<file path="config.mk">
export PLATFORM = sky130hd
export DESIGN_NAME = exc_req_arbiter
export DESIGN_NICKNAME = d
export VERILOG_FILES = /design/src/rtl/exc_arb_pkg.sv /design/src/rtl/exc_pend_store.sv /design/src/rtl/exc_mask_select.sv /design/src/rtl/exc_req_arbiter.sv
export SDC_FILE = /design/constraint.sdc
export NUM_CORES = 1
export LEC_CHECK = 0
export ABC_CLOCK_PERIOD_IN_PS = 2700
export BUFFER_PORTS_ARGS = -buffer_cell sky130_fd_sc_hd__buf_2
export CAP_MARGIN = 40
export CORE_AREA = 2 2 39 41
export CTS_BUF_LIST = sky130_fd_sc_hd__clkbuf_8
export DETAILED_ROUTE_END_ITERATION = 10
export DIE_AREA = 0 0 41 43
export GPL_TIMING_DRIVEN = 0
export HOLD_SLACK_MARGIN = 0.03
export SLEW_MARGIN = 20
export SYNTH_ARGS = -nofsm -noshare
export SYNTH_HDL_FRONTEND = slang
export SYNTH_SLANG_ARGS = --single-unit
</file>
<file path="constraint.sdc">
create_clock -name clk -period 2.7 [get_ports clk]
set_input_delay 0.405 -clock clk [delete_from_list [all_inputs] [get_ports clk]]
set_output_delay 0.405 -clock clk [all_outputs]
set_load 0.05 [all_outputs]
</file>
<file path="src/rtl/exc_arb_pkg.sv">
// Package: shared sizes and the exception selection encoding.
// Assumes four sources, numbered in priority order (0 highest).
package exc_arb_pkg;
    localparam int NUM_SRC = 4;
    localparam int SRC_W   = 3;
    localparam int SUB_W   = 2;
    localparam int CODE_W  = 3;

    typedef enum logic [CODE_W-1:0] {
        EXC_NONE      = 3'd0,
        EXC_IRQ       = 3'd1,
        EXC_FIQ       = 3'd2,
        EXC_ASYNC_ABT = 3'd3,
        EXC_RESET     = 3'd4
    } exc_code_e;
endpackage

</file>
<file path="src/rtl/exc_pend_store.sv">
// Module: pending flag storage with its mirrored status word.
// Applies post, clear, clear-all and load, and flags illegal requests.
// Assumes at most one post and one clear per cycle, and synchronous active-low reset.
module exc_pend_store #(
    parameter int NSRC = exc_arb_pkg::NUM_SRC,
    parameter int SW   = exc_arb_pkg::SRC_W,
    parameter int UW   = exc_arb_pkg::SUB_W
) (
    input  logic            clk,
    input  logic            rst_n,
    input  logic            post_vld,
    input  logic [SW-1:0]   post_src,
    input  logic [UW-1:0]   post_sub,
    input  logic            clr_vld,
    input  logic [SW-1:0]   clr_src,
    input  logic [UW-1:0]   clr_sub,
    input  logic            clr_all,
    input  logic            ld_en,
    input  logic [NSRC-1:0] ld_flags,
    output logic [NSRC-1:0] flags,
    output logic [NSRC-1:0] status,
    output logic            bad_req
);
    localparam logic [SW-1:0] SRC_LIMIT = SW'(NSRC);

    logic            post_ok, clr_ok, post_bad, clr_bad;
    logic [NSRC-1:0] post_hit, clr_hit, nxt_flags;

    // Decode legality of each request port.
    always_comb begin
        post_ok  = post_vld && (post_src < SRC_LIMIT) && (post_sub == '0);
        clr_ok   = clr_vld  && (clr_src  < SRC_LIMIT) && (clr_sub  == '0);
        post_bad = post_vld && !post_ok;
        clr_bad  = clr_vld  && !clr_ok;
    end

    // Per-source next flag value; a clear overrides a post on the same source.
    for (genvar g = 0; g < NSRC; g++) begin : g_src
        assign post_hit[g]  = post_ok && (post_src == SW'(g));
        assign clr_hit[g]   = clr_ok  && (clr_src  == SW'(g));
        assign nxt_flags[g] = (flags[g] | post_hit[g]) & ~clr_hit[g];
    end

    // Register flags, status word and the error pulse.
    always_ff @(posedge clk) begin
        if (!rst_n) begin
            flags   <= '0;
            status  <= '0;
            bad_req <= 1'b0;
        end else begin
            bad_req <= post_bad || clr_bad;
            if (clr_all) begin
                flags  <= '0;
                status <= '0;
            end else if (ld_en) begin
                flags  <= ld_flags;
                status <= ld_flags;
            end else begin
                flags  <= nxt_flags;
                status <= nxt_flags;
            end
        end
    end


    post_sets_chk: assert property (@(posedge clk) disable iff (!rst_n)
        (post_ok && !clr_all && !ld_en && !(clr_ok && clr_src == post_src))
        |=> flags[$past(post_src)]);


    clear_wins_chk: assert property (@(posedge clk) disable iff (!rst_n)
        (clr_ok && !clr_all && !ld_en) |=> !flags[$past(clr_src)]);


    bad_no_change_chk: assert property (@(posedge clk) disable iff (!rst_n)
        ((post_bad || !post_vld) && (clr_bad || !clr_vld) && !clr_all && !ld_en)
        |=> $stable(flags));


    clear_all_chk: assert property (@(posedge clk) disable iff (!rst_n)
        clr_all |=> (flags == '0 && status == '0));
endmodule

</file>
<file path="src/rtl/exc_mask_select.sv">
// Module: masking and fixed-priority selection of the pending exception.
// Purely combinational from the registered flags and the live mask bits.
// Assumes source index equals priority rank (0 highest) and that reset is the last source.
module exc_mask_select #(
    parameter int NSRC = exc_arb_pkg::NUM_SRC,
    parameter int CW   = exc_arb_pkg::CODE_W
) (
    input  logic [NSRC-1:0] flags,
    input  logic [NSRC-1:0] status,
    input  logic            mask_i,
    input  logic            mask_f,
    input  logic            mask_a,
    output logic            pend,
    output logic [NSRC-1:0] onehot,
    output logic [CW-1:0]   code,
    output logic            sync_err
);
    import exc_arb_pkg::*;

    logic [NSRC-1:0] mask_vec, elig;

    // Build the per-source mask; reset (last source) is never masked.
    always_comb begin
        mask_vec         = '0;
        mask_vec[0]      = mask_i;
        mask_vec[1]      = mask_f;
        mask_vec[2]      = mask_a;
        mask_vec[NSRC-1] = 1'b0;
        elig             = flags & ~mask_vec;
    end

    // Pick the lowest-index eligible source and encode it.
    always_comb begin
        onehot = '0;
        code   = EXC_NONE;
        if (status != '0) begin
            for (int k = NSRC - 1; k >= 0; k--) begin
                if (elig[k]) begin
                    onehot    = '0;
                    onehot[k] = 1'b1;
                    code      = CW'(k + 1);
                end
            end
        end
        pend     = (status != '0) && (elig != '0);
        sync_err = (status != flags);
    end


    onehot_sel_chk: assert final ($onehot0(onehot));


    reset_unmasked_chk: assert final (!(flags == 4'b1000 && status == flags) || code == EXC_RESET);


    pend_code_chk: assert final (pend == (code != EXC_NONE));
endmodule

</file>
<file path="src/rtl/exc_req_arbiter.sv">
// Module: top of the masked exception request arbiter.
// Joins the flag store and the selector, and exposes the snapshot.
// Assumes synchronous active-low reset and masks stable around the clock edge.
module exc_req_arbiter #(
    parameter int NSRC = exc_arb_pkg::NUM_SRC,
    parameter int SW   = exc_arb_pkg::SRC_W,
    parameter int UW   = exc_arb_pkg::SUB_W,
    parameter int CW   = exc_arb_pkg::CODE_W
) (
    input  logic            clk,
    input  logic            rst_n,
    input  logic            post_vld,
    input  logic [SW-1:0]   post_src,
    input  logic [UW-1:0]   post_sub,
    input  logic            clr_vld,
    input  logic [SW-1:0]   clr_src,
    input  logic [UW-1:0]   clr_sub,
    input  logic            clr_all,
    input  logic            mask_i,
    input  logic            mask_f,
    input  logic            mask_a,
    input  logic            ld_en,
    input  logic [NSRC-1:0] ld_flags,
    output logic            exc_pend,
    output logic [NSRC-1:0] exc_onehot,
    output logic [CW-1:0]   exc_code,
    output logic            bad_req,
    output logic            sync_err,
    output logic [NSRC-1:0] snap_flags
);
    logic [NSRC-1:0] flags, status;

    exc_pend_store #(.NSRC(NSRC), .SW(SW), .UW(UW)) i_store (
        .clk(clk), .rst_n(rst_n),
        .post_vld(post_vld), .post_src(post_src), .post_sub(post_sub),
        .clr_vld(clr_vld), .clr_src(clr_src), .clr_sub(clr_sub),
        .clr_all(clr_all), .ld_en(ld_en), .ld_flags(ld_flags),
        .flags(flags), .status(status), .bad_req(bad_req)
    );

    exc_mask_select #(.NSRC(NSRC), .CW(CW)) i_sel (
        .flags(flags), .status(status),
        .mask_i(mask_i), .mask_f(mask_f), .mask_a(mask_a),
        .pend(exc_pend), .onehot(exc_onehot), .code(exc_code),
        .sync_err(sync_err)
    );

    // Snapshot is the registered flag vector itself.
    assign snap_flags = flags;


    status_sync_chk: assert property (@(posedge clk) disable iff (!rst_n) !sync_err);


    load_chk: assert property (@(posedge clk) disable iff (!rst_n)
        (ld_en && !clr_all) |=> (snap_flags == $past(ld_flags)));
endmodule

</file>
# Word-level counts from Yosys, hierarchy flattened
# Index checks and enable logic that the tools add are counted.
dict set report totals {
  wordCells 61
  regBits 5
  out_inout_bits 14
  input_bits 23
}
dict set report classes {
  n_eq_ne 6
  mux 11
  order_cmp 2
  n_reduce_logical 25
  bitwise_logic 15
}
# cell n
set op_table {}
lappend op_table {{$mux W4} 6}
lappend op_table {{$logic_and A1 B1 Y1} 15}
lappend op_table {{$mux W3} 5}
lappend op_table {{$eq A3 B2 Y1 const B} 4}
lappend op_table {{$reduce_bool A4 Y1} 2}
lappend op_table {{$eq A3 B1 Y1 const B} 2}
lappend op_table {{$logic_not A3 Y1} 2}
lappend op_table {{$lt A3 B3 Y1 const B} 2}
lappend op_table {{$not A1 Y1} 5}
lappend op_table {{$and A1 B1 Y1} 4}
lappend op_table {{$and A4 B4 Y4} 1}
lappend op_table {{$logic_not A2 Y1} 2}
lappend op_table {{$not A3 Y4} 1}
lappend op_table {{$or A1 B1 Y1} 4}
lappend op_table {{$logic_not A1 Y1} 2}
lappend op_table {{$reduce_or A2 Y1} 1}
lappend op_table {{$logic_or A1 B1 Y1} 1}

# Logic depth before layout (Yosys ltp)
# Gate-level depths: netlist of the first run.
dict set report logic_depth {
  ltp_word 7
  ltp_mapped 4
  depth_no_buf 3
}

# By module
# From an unflattened synthesis of the first run, not the netlist that was laid out.
dict set report unflattened {
  hier_cells 61
  hier_area_um2 464.2
}
# module n_inst area_each_um2 seq_area_each_um2 cells_each
set modules_own_cells {}
lappend modules_own_cells {exc_pend_store 1 309.0 100.1 37}
lappend modules_own_cells {exc_mask_select 1 155.1 0.0 24}

# Worst setup path after synthesis of the first run
# No wires, ideal clock.
dict set report synth_timing {
  path_type {flip-flop to output port}
  startpoint {register i_store.flags[0]}
  endpoint {output port exc_onehot[3]}
  n_path_buf 1
  arrival_ns 2.366
  stages_incl_launch_ff 5
  path_slack_ns -0.071
  required_time_ns 2.295
  path_cell_list {dfxtp_1 > nor2b_1 > nor3b_1 > and2_1 > buf_4}
}
dict set report synth_between {
  elab_chain_len 3
  word_cells_on_any_way 4
  classes_between {mux (2); bitwise (1); reduce/logical (1)}
}
# item line
set synth_rtl {}
lappend synth_rtl {{from (decl)} exc_pend_store.sv:20} ;# output logic [NSRC-1:0] flags,
lappend synth_rtl {{from (signal assigned)} exc_pend_store.sv:56} ;# flags <= ld_flags;
lappend synth_rtl {{from (signal assigned)} exc_pend_store.sv:59} ;# flags <= nxt_flags;
lappend synth_rtl {{$and A4 B4 Y4} exc_mask_select.sv:29} ;# elig = flags & ~mask_vec;
lappend synth_rtl {{$mux W4} exc_mask_select.sv:38} ;# if (elig[k]) begin
lappend synth_rtl {{$mux W4 (*)} exc_mask_select.sv:36} ;# if (status != '0) begin
lappend synth_rtl {{to (decl)} exc_req_arbiter.sv:25} ;# output logic [NSRC-1:0] exc_onehot,
# Every way passes the cells marked *; elsewhere a longest branch is shown, timed or not.

# Worst setup path in the final report of the first run
# Same ends and word-level chain as after synthesis.

==> metrics.csv, run 1 <==
metric,value,unit
status,finished clean,
cell taking the most area after synthesis,dfxtp_1,
drt first pass iters,2,
Max-cap violations,0,
Pwr per Cell Area,476,nW/um^2
wire per inst,9.15,um
Tcrit/Tclk final,69.9,%
"Net Count, Synth",70,
H-tree levels,1,
Sequential Area,100,um^2
# DRC,0,
Static Leak,0.000317,uW
design area,607,um^2
CTS Sinks,5,
clk root buf,clkbuf_8,
post-synth top area share,27.5,%
placed inst area,562,um^2
clk slew on worst S/H paths,30,ps
Bufs on Longest Clock Path,2,
Fin Setup TNS,0,ps
#FFs+latches synth,5,
grt total ovfl,0,
initial antenna violation count,0,
Core Box Area,1380,um^2
crit start category,flip-flop,
WL final,933,um
Final Skew,0,ps
Area contributors post-synth,"dfxtp_1 (27%), o21ai_1 (9.6%), nand2b_1 (8.6%)",
Iter 0 DRT Violations,1,
share of layout cells above drive strength 1,51.2,%
post-cts sizing count,0,
Yosys cell types,21,
Max Slew Vio Count,0,
# placed instances,98,
total power,289,uW
min cycle time layout,1890,ps
synth warn,0,
fillers,148,
hold crit path type,primary input to flip-flop,
RSZ-0062 raised after global routing,false,
CP Class,flip-flop to output port,
final net count,110,
number of global-route vias before repair,410,
Placer Congestion,0.663,
DR vias,469,
Final Hold Violating Endpoints,0,
total CTS buffers,3,
post-synthesis sequential area ratio,27.5,%
clk_lat worst skew,220,ps
VDD IR max,0.165,mV
Die ar.,1760,um^2
Antenna diodes,0,
Die H,43,um
final instance count without filler cells,102,
Die W,41,um
"Arr. time, crit path",1480,ps
first-pass GRT wire length,1420,um
Post-CTS Setup Bufs,0,
area of the multi-input gates,244,um^2
Finished Core Util,43.9,%
fmax,0.530,GHz
cts hold-fix bufs,0,
# IOs,37,
Syn Inst Count,47,
Crit Path Max Fanout,6,
Rows,14,
Initial Utilization,26.3,%
count of final setup violators,0,
"commonest non-fill, non-tap cell in the layout",buf_2,
"Avg Cell Area, Syn",7.75,um^2
total track usage,12.1,%
post-synthesis cell area,364,um^2
Via-to-Cell Ratio,4.60,
largest net degree at the start of global routing,7,
TritonCTS clock tree,yes,
WP data required,2300,ps
Port Buffer Count,35,
most frequent cells in the layout,"buf_2 (35), o21ai_1 (7), nand2b_1 (5), nand2_1 (5), dfxtp_1 (5)",
Layout area overhead,66.7,%
Crit. End Element,output port,
post-route ant nets,0,
==> logic make-up (layout without fill, tap and decap cells) <==
family | count (synthesis) | after routing | synth area share, %
other cells | 1 | 1 | 1.03
buf+inv | 4 | 43 | 6.19
simple gates | 20 | 20 | 35.7
flops | 5 | 5 | 27.5
compound gates | 17 | 17 | 29.5
==> synthesized netlist by cell type <==
| master | number |
|---|---|
| inv_1 | 2 |
| o31ai_2 | 1 |
| nand2b_1 | 5 |
| conb_1 | 1 |
| o21bai_1 | 1 |
| o31ai_1 | 2 |
| nor3b_1 | 2 |
| a31oi_1 | 4 |
| dfxtp_1 | 5 |
| or4b_4 | 1 |
| buf_4 | 2 |
| and2_1 | 1 |
| nand2_1 | 5 |
| nor2b_1 | 2 |
| nor3_1 | 1 |
| and3b_1 | 1 |
| a21boi_0 | 1 |
| a21oi_1 | 1 |
| nor2_1 | 1 |
| nor4b_2 | 1 |
| o21ai_1 | 7 |
==> layout make-up <==
cell class	instances	area share, %
multi-input combinational	38	40.2
timing repair buffer	35	28.9
sequential	5	16.5
clock buffer	3	6.80
tap	16	3.30
buffer	2	2.47
inverter	2	1.24
clock inverter	1	0.619
==> metal layers <==
layer / share of wire, % / global-route usage (%) / up-vias
met3: 13 / 4.19 / 0
met5: 0 / 0 / -
met2: 51 / 20.0 / 27
li1: - / - / 247
met1: 36 / 10.9 / 195
met4: 0 / 10.0 / 0
==> flip-flops by register name, indices dropped and copies added (netlist names) <==
name             cells
i_store.flags        4
i_store.bad_req      1
==> report_power, final <==
part	switching [uW]	internal (uW)	total, uW
combinational	49.9	27.4	77.3
clock	34.7	97.3	132
sequential	1.79	77.6	79.4
==> worst paths after layout <==
path              slack [ps]                     endpoint  depth (start not counted)                         from
hold / removal           390  i_store.flags[1]$_SDFF_PP0_                          3                  ld_flags[1]
setup reg to reg        2040  i_store.flags[2]$_SDFF_PP0_                          2  i_store.flags[2]$_SDFF_PP0_
hold reg to reg          530  i_store.flags[0]$_SDFF_PP0_                          2  i_store.flags[0]$_SDFF_PP0_
setup / recovery         810                exc_onehot[3]                          5  i_store.flags[0]$_SDFF_PP0_
==> metrics by stage <==
stage	hold WS, ps	setup WS, ps
2_1_floorplan	520	244
6_report	392	813
5_1_grt	412	693
3_3_place_gp	519	914
3_5_place_dp	520	892
4_1_cts	390	790
==> worst max-delay path, stage by stage (launching register included) <==
cell and delay [ps]:
dfxtp_1 310, nor2b_2 180, nor3b_1 250, and2_1 180
buf_4 100, buf_2 240
(Power assumes the default switching activity.)
==> run 2: changes to the inputs <==
--- a/config.mk
+++ b/config.mk
@@ -5,7 +5,8 @@
 export SDC_FILE = /design/constraint.sdc
 export NUM_CORES = 1
 export LEC_CHECK = 0
-export ABC_CLOCK_PERIOD_IN_PS = 2700
+export ABC_AREA = 1
+export ABC_CLOCK_PERIOD_IN_PS = 1600
 export BUFFER_PORTS_ARGS = -buffer_cell sky130_fd_sc_hd__buf_2
 export CAP_MARGIN = 40
 export CORE_AREA = 2 2 39 41
@@ -14,6 +15,7 @@
 export DIE_AREA = 0 0 41 43
 export GPL_TIMING_DRIVEN = 0
 export HOLD_SLACK_MARGIN = 0.03
+export PLACE_DENSITY = 0.72
 export SLEW_MARGIN = 20
 export SYNTH_ARGS = -nofsm -noshare
 export SYNTH_HDL_FRONTEND = slang
==> constraint.sdc (replaced) <==
create_clock -name clk -period 1.6 [get_ports clk]
set_input_delay 0.24 -clock clk [delete_from_list [all_inputs] [get_ports clk]]
set_output_delay 0.24 -clock clk [all_outputs]
set_load 0.05 [all_outputs]
==> run 2 against run 1 <==
Net effect:
- first-iteration DRC count rose by 100%
- clock skew unchanged
- critical path depth up 1
- cell area up 25%
- largest power group unchanged
==> metrics.csv, run 2 <==
metric,value,unit,change
Main synth FF type,dfxtp_1,,unchanged
most common cell in the synthesized netlist,nand2_1,,was o21ai_1
first-pass GRT wire length,1750,um,was 1420 um
Max Slew Vio Count,0,,unchanged
initial antenna violation count,0,,unchanged
Commonest cells post-synth,"nand2_1 (19), inv_1 (16), nor2_1 (10)",,"was o21ai_1 (7), dfxtp_1 (5), nand2_1 (5), nand2b_1 (5), a31oi_1 (4)"
largest net degree at the start of global routing,7,,unchanged
final net count,140,,was 110
post-route ant nets,0,,unchanged
reg2reg end,i_store.flags[3]$_SDFF_PP0_,,was i_store.flags[2]$_SDFF_PP0_
DR vias,570,,was 469
Core Box Area,1380,um^2,unchanged
Initial Utilization,31.0,%,was 26.3%
post-detail-place hpwl,997,um,
Placer Congestion,0.705,,was 0.663
Die ar.,1760,um^2,unchanged
min cycle time layout,1540,ps,
# placed instances,128,,was 98
Via-to-Cell Ratio,4.32,,was 4.60
Bufs on Longest Clock Path,2,,unchanged
Iter 0 DRT Violations,2,,was 1
worst r2r src,i_store.flags[3]$_SDFF_PP0_,,was i_store.flags[2]$_SDFF_PP0_
R2R Setup Slk,790,ps,was 2040 ps
Hold WS,255,ps,was 392 ps
post-synth top area share,23.3,%,was 27.5%
"Most flops, register",i_store.flags,,unchanged
synth warn,0,,unchanged
CP Class,flip-flop to output port,,unchanged
Finished Core Util,54.8,%,was 43.9%
total track usage,14.0,%,was 12.1%
final instance count without filler cells,132,,was 102
number of global-route vias before repair,524,,was 410
TritonCTS clock tree,yes,,unchanged
"commonest non-fill, non-tap cell in the layout",buf_2,,unchanged
Pwr per Cell Area,669,nW/um^2,was 476 nW/um^2
wire per inst,8.23,um,was 9.15 um
grt total ovfl,0,,unchanged
most frequent cells in the layout,"buf_2 (32), nand2_1 (17), inv_1 (14)",,"was buf_2 (35), o21ai_1 (7), nand2b_1 (5), nand2_1 (5), dfxtp_1 (5)"
"Arr. time, crit path",1300,ps,was 1480 ps
"Net Count, Synth",100,,was 70
# IOs,37,,unchanged
#FFs+latches synth,5,,unchanged
Die W,41,um,unchanged
Area contributors post-synth,"dfxtp_1 (23%), nand2_1 (17%), inv_1 (14%)",,"was dfxtp_1 (27%), o21ai_1 (9.6%), nand2b_1 (8.6%)"
Yosys cell types,18,,was 21
cts hold-fix bufs,0,,unchanged
# DRC,0,,unchanged
WL final,1090,um,was 933 um
clk root buf,clkbuf_8,,unchanged
Layout area overhead,76.7,%,was 66.7%
clk_lat worst skew,210,ps,was 220 ps
worst setup path endpoint,exc_pend,,was exc_onehot[3]
Max-cap violations,0,,unchanged
total power,507,uW,was 289 uW
"Avg Cell Area, Syn",5.57,um^2,was 7.75 um^2
CTS Sinks,5,,unchanged
clk slew on worst S/H paths,40,ps,was 30 ps
Rows,14,,unchanged
fillers,135,,was 148
status,finished clean,,unchanged
Crit Path Max Fanout,3,,was 6
post-synthesis cell area,429,um^2,was 364 um^2
Tcrit/Tclk final,96.2,%,
VDD IR max,0.434,mV,was 0.165 mV
Antenna diodes,0,,unchanged
max reg flops,4,,unchanged
Die H,43,um,unchanged
RSZ-0062 raised after global routing,false,,unchanged
H-tree levels,1,,unchanged
number of enable flip-flop cells after synthesis,0,,unchanged
Final Hold Violating Endpoints,0,,unchanged
Syn Inst Count,77,,was 47
worst-case reg-to-reg path depth,4,,was 2
pre-CTS WS,233,ps,was 892 ps
critical path startpoint,i_store.flags[1]$_SDFF_PP0_,,was i_store.flags[0]$_SDFF_PP0_
WP data required,1360,ps,was 2300 ps
cell taking the most area after synthesis,dfxtp_1,,unchanged
Crit. End Element,output port,,unchanged
Port Buffer Count,35,,unchanged
total CTS buffers,3,,unchanged
count of final setup violators,0,,unchanged
Largest regs,"i_store.flags x4, i_store.bad_req x1",,unchanged
Final Skew,0,ps,unchanged
hold crit path type,primary input to flip-flop,,unchanged
Static Leak,0.000436,uW,was 0.000317 uW
share of layout cells above drive strength 1,55.2,%,was 51.2%
crit start category,flip-flop,,unchanged
fmax,0.650,GHz,
drt first pass iters,4,,was 2
post-synthesis sequential area ratio,23.3,%,was 27.5%
Post-synth ARST share,0,%,unchanged
setup ws final,60.4,ps,was 813 ps
## run 2: cell types whose count changed after synthesis, moves of 3 or more
cell	before	now
nand3_1	0	8
nand2b_1	5	0
nand2_1	5	19
a21oi_1	1	4
nor2_1	1	10
o21ai_1	7	0
inv_1	2	16
a31oi_1	4	0
## run 2: cell families after synthesis
| kind of cell | after synthesis | synth area share [%] |
|---|---|---|
| DFF | 5 | 23.3 |
| other | 1 | 0.874 |
| buffers and inverters | 19 | 18.4 |
| and+or+nand+nor | 46 | 48.7 |
| AOI/OAI and AO/OA | 6 | 8.75 |
## run 2: per-stage QoR
step / cell area (um^2) / TNS, ps
finish: 758 / 0
global route: 758 / 0
CTS: 749 / 0
detailed placement: 702 / 0
global placement: 702 / 0
floorplan: 507 / -21.9
## run 2: metal layers
metal | global-route usage, % | up-vias | share of wire (%) | wire [um]
met5 | 0 | - | 0 | 0
met4 | 2.00 | 0 | 0 | 0
met3 | 4.71 | 0 | 11 | 115
met2 | 25.9 | 29 | 53 | 571
met1 | 14.2 | 232 | 37 | 400
li1 | - | 309 | - | -
## run 2: power by group
group	total, uW	switching (uW)	internal (uW)	leakage (uW)
registers	130	2.13	127	0.0000437
clock network	223	58.9	164	0.0000269
logic	154	101	53.1	0.000365
total	507	162	345	0.000436
## run 2: worst min path at each step
| stage | from | end | slack [ps] | depth (start not counted) |
|---|---|---|---|---|
| 6_report | rst_n | i_store.bad_req$_SDFF_PN0_ | 250 | 3 |
| 4_1_cts | rst_n | i_store.bad_req$_SDFF_PN0_ | 260 | 3 |
| 3_3_place_gp | rst_n | i_store.bad_req$_SDFF_PN0_ | 480 | 3 |
| 3_5_place_dp | ld_flags[2] | i_store.flags[2]$_SDFF_PP0_ | 490 | 3 |
| 2_1_floorplan | rst_n | i_store.bad_req$_SDFF_PN0_ | 360 | 2 |
| 5_1_grt | ld_flags[2] | i_store.flags[2]$_SDFF_PP0_ | 270 | 3 |
## run 2: area by class of cell
type / instances / area, um^2 / area share (%)
multi-input cells: 53 / 312 / 41.1
repair buffers: 35 / 186 / 24.6
flip-flops and latches: 5 / 113 / 14.9
inverters: 17 / 63.8 / 8.42
clock buffers: 3 / 41.3 / 5.45
well taps: 16 / 20.0 / 2.64
plain buffers: 2 / 18.8 / 2.48
clock inverters: 1 / 3.75 / 0.495
## run 2: repair_timing
item,CTS,global route
buffers inserted,0,0
setup endpoints to repair,1,2
resized for setup,1,3
## run 2: critical path: stages, from the launching register on
cell	delay, ps
dfxtp_4	330
inv_2	30
or2_4	260
nand2_4	70
inv_1	90
nand3_4	60
clkbuf_4	220
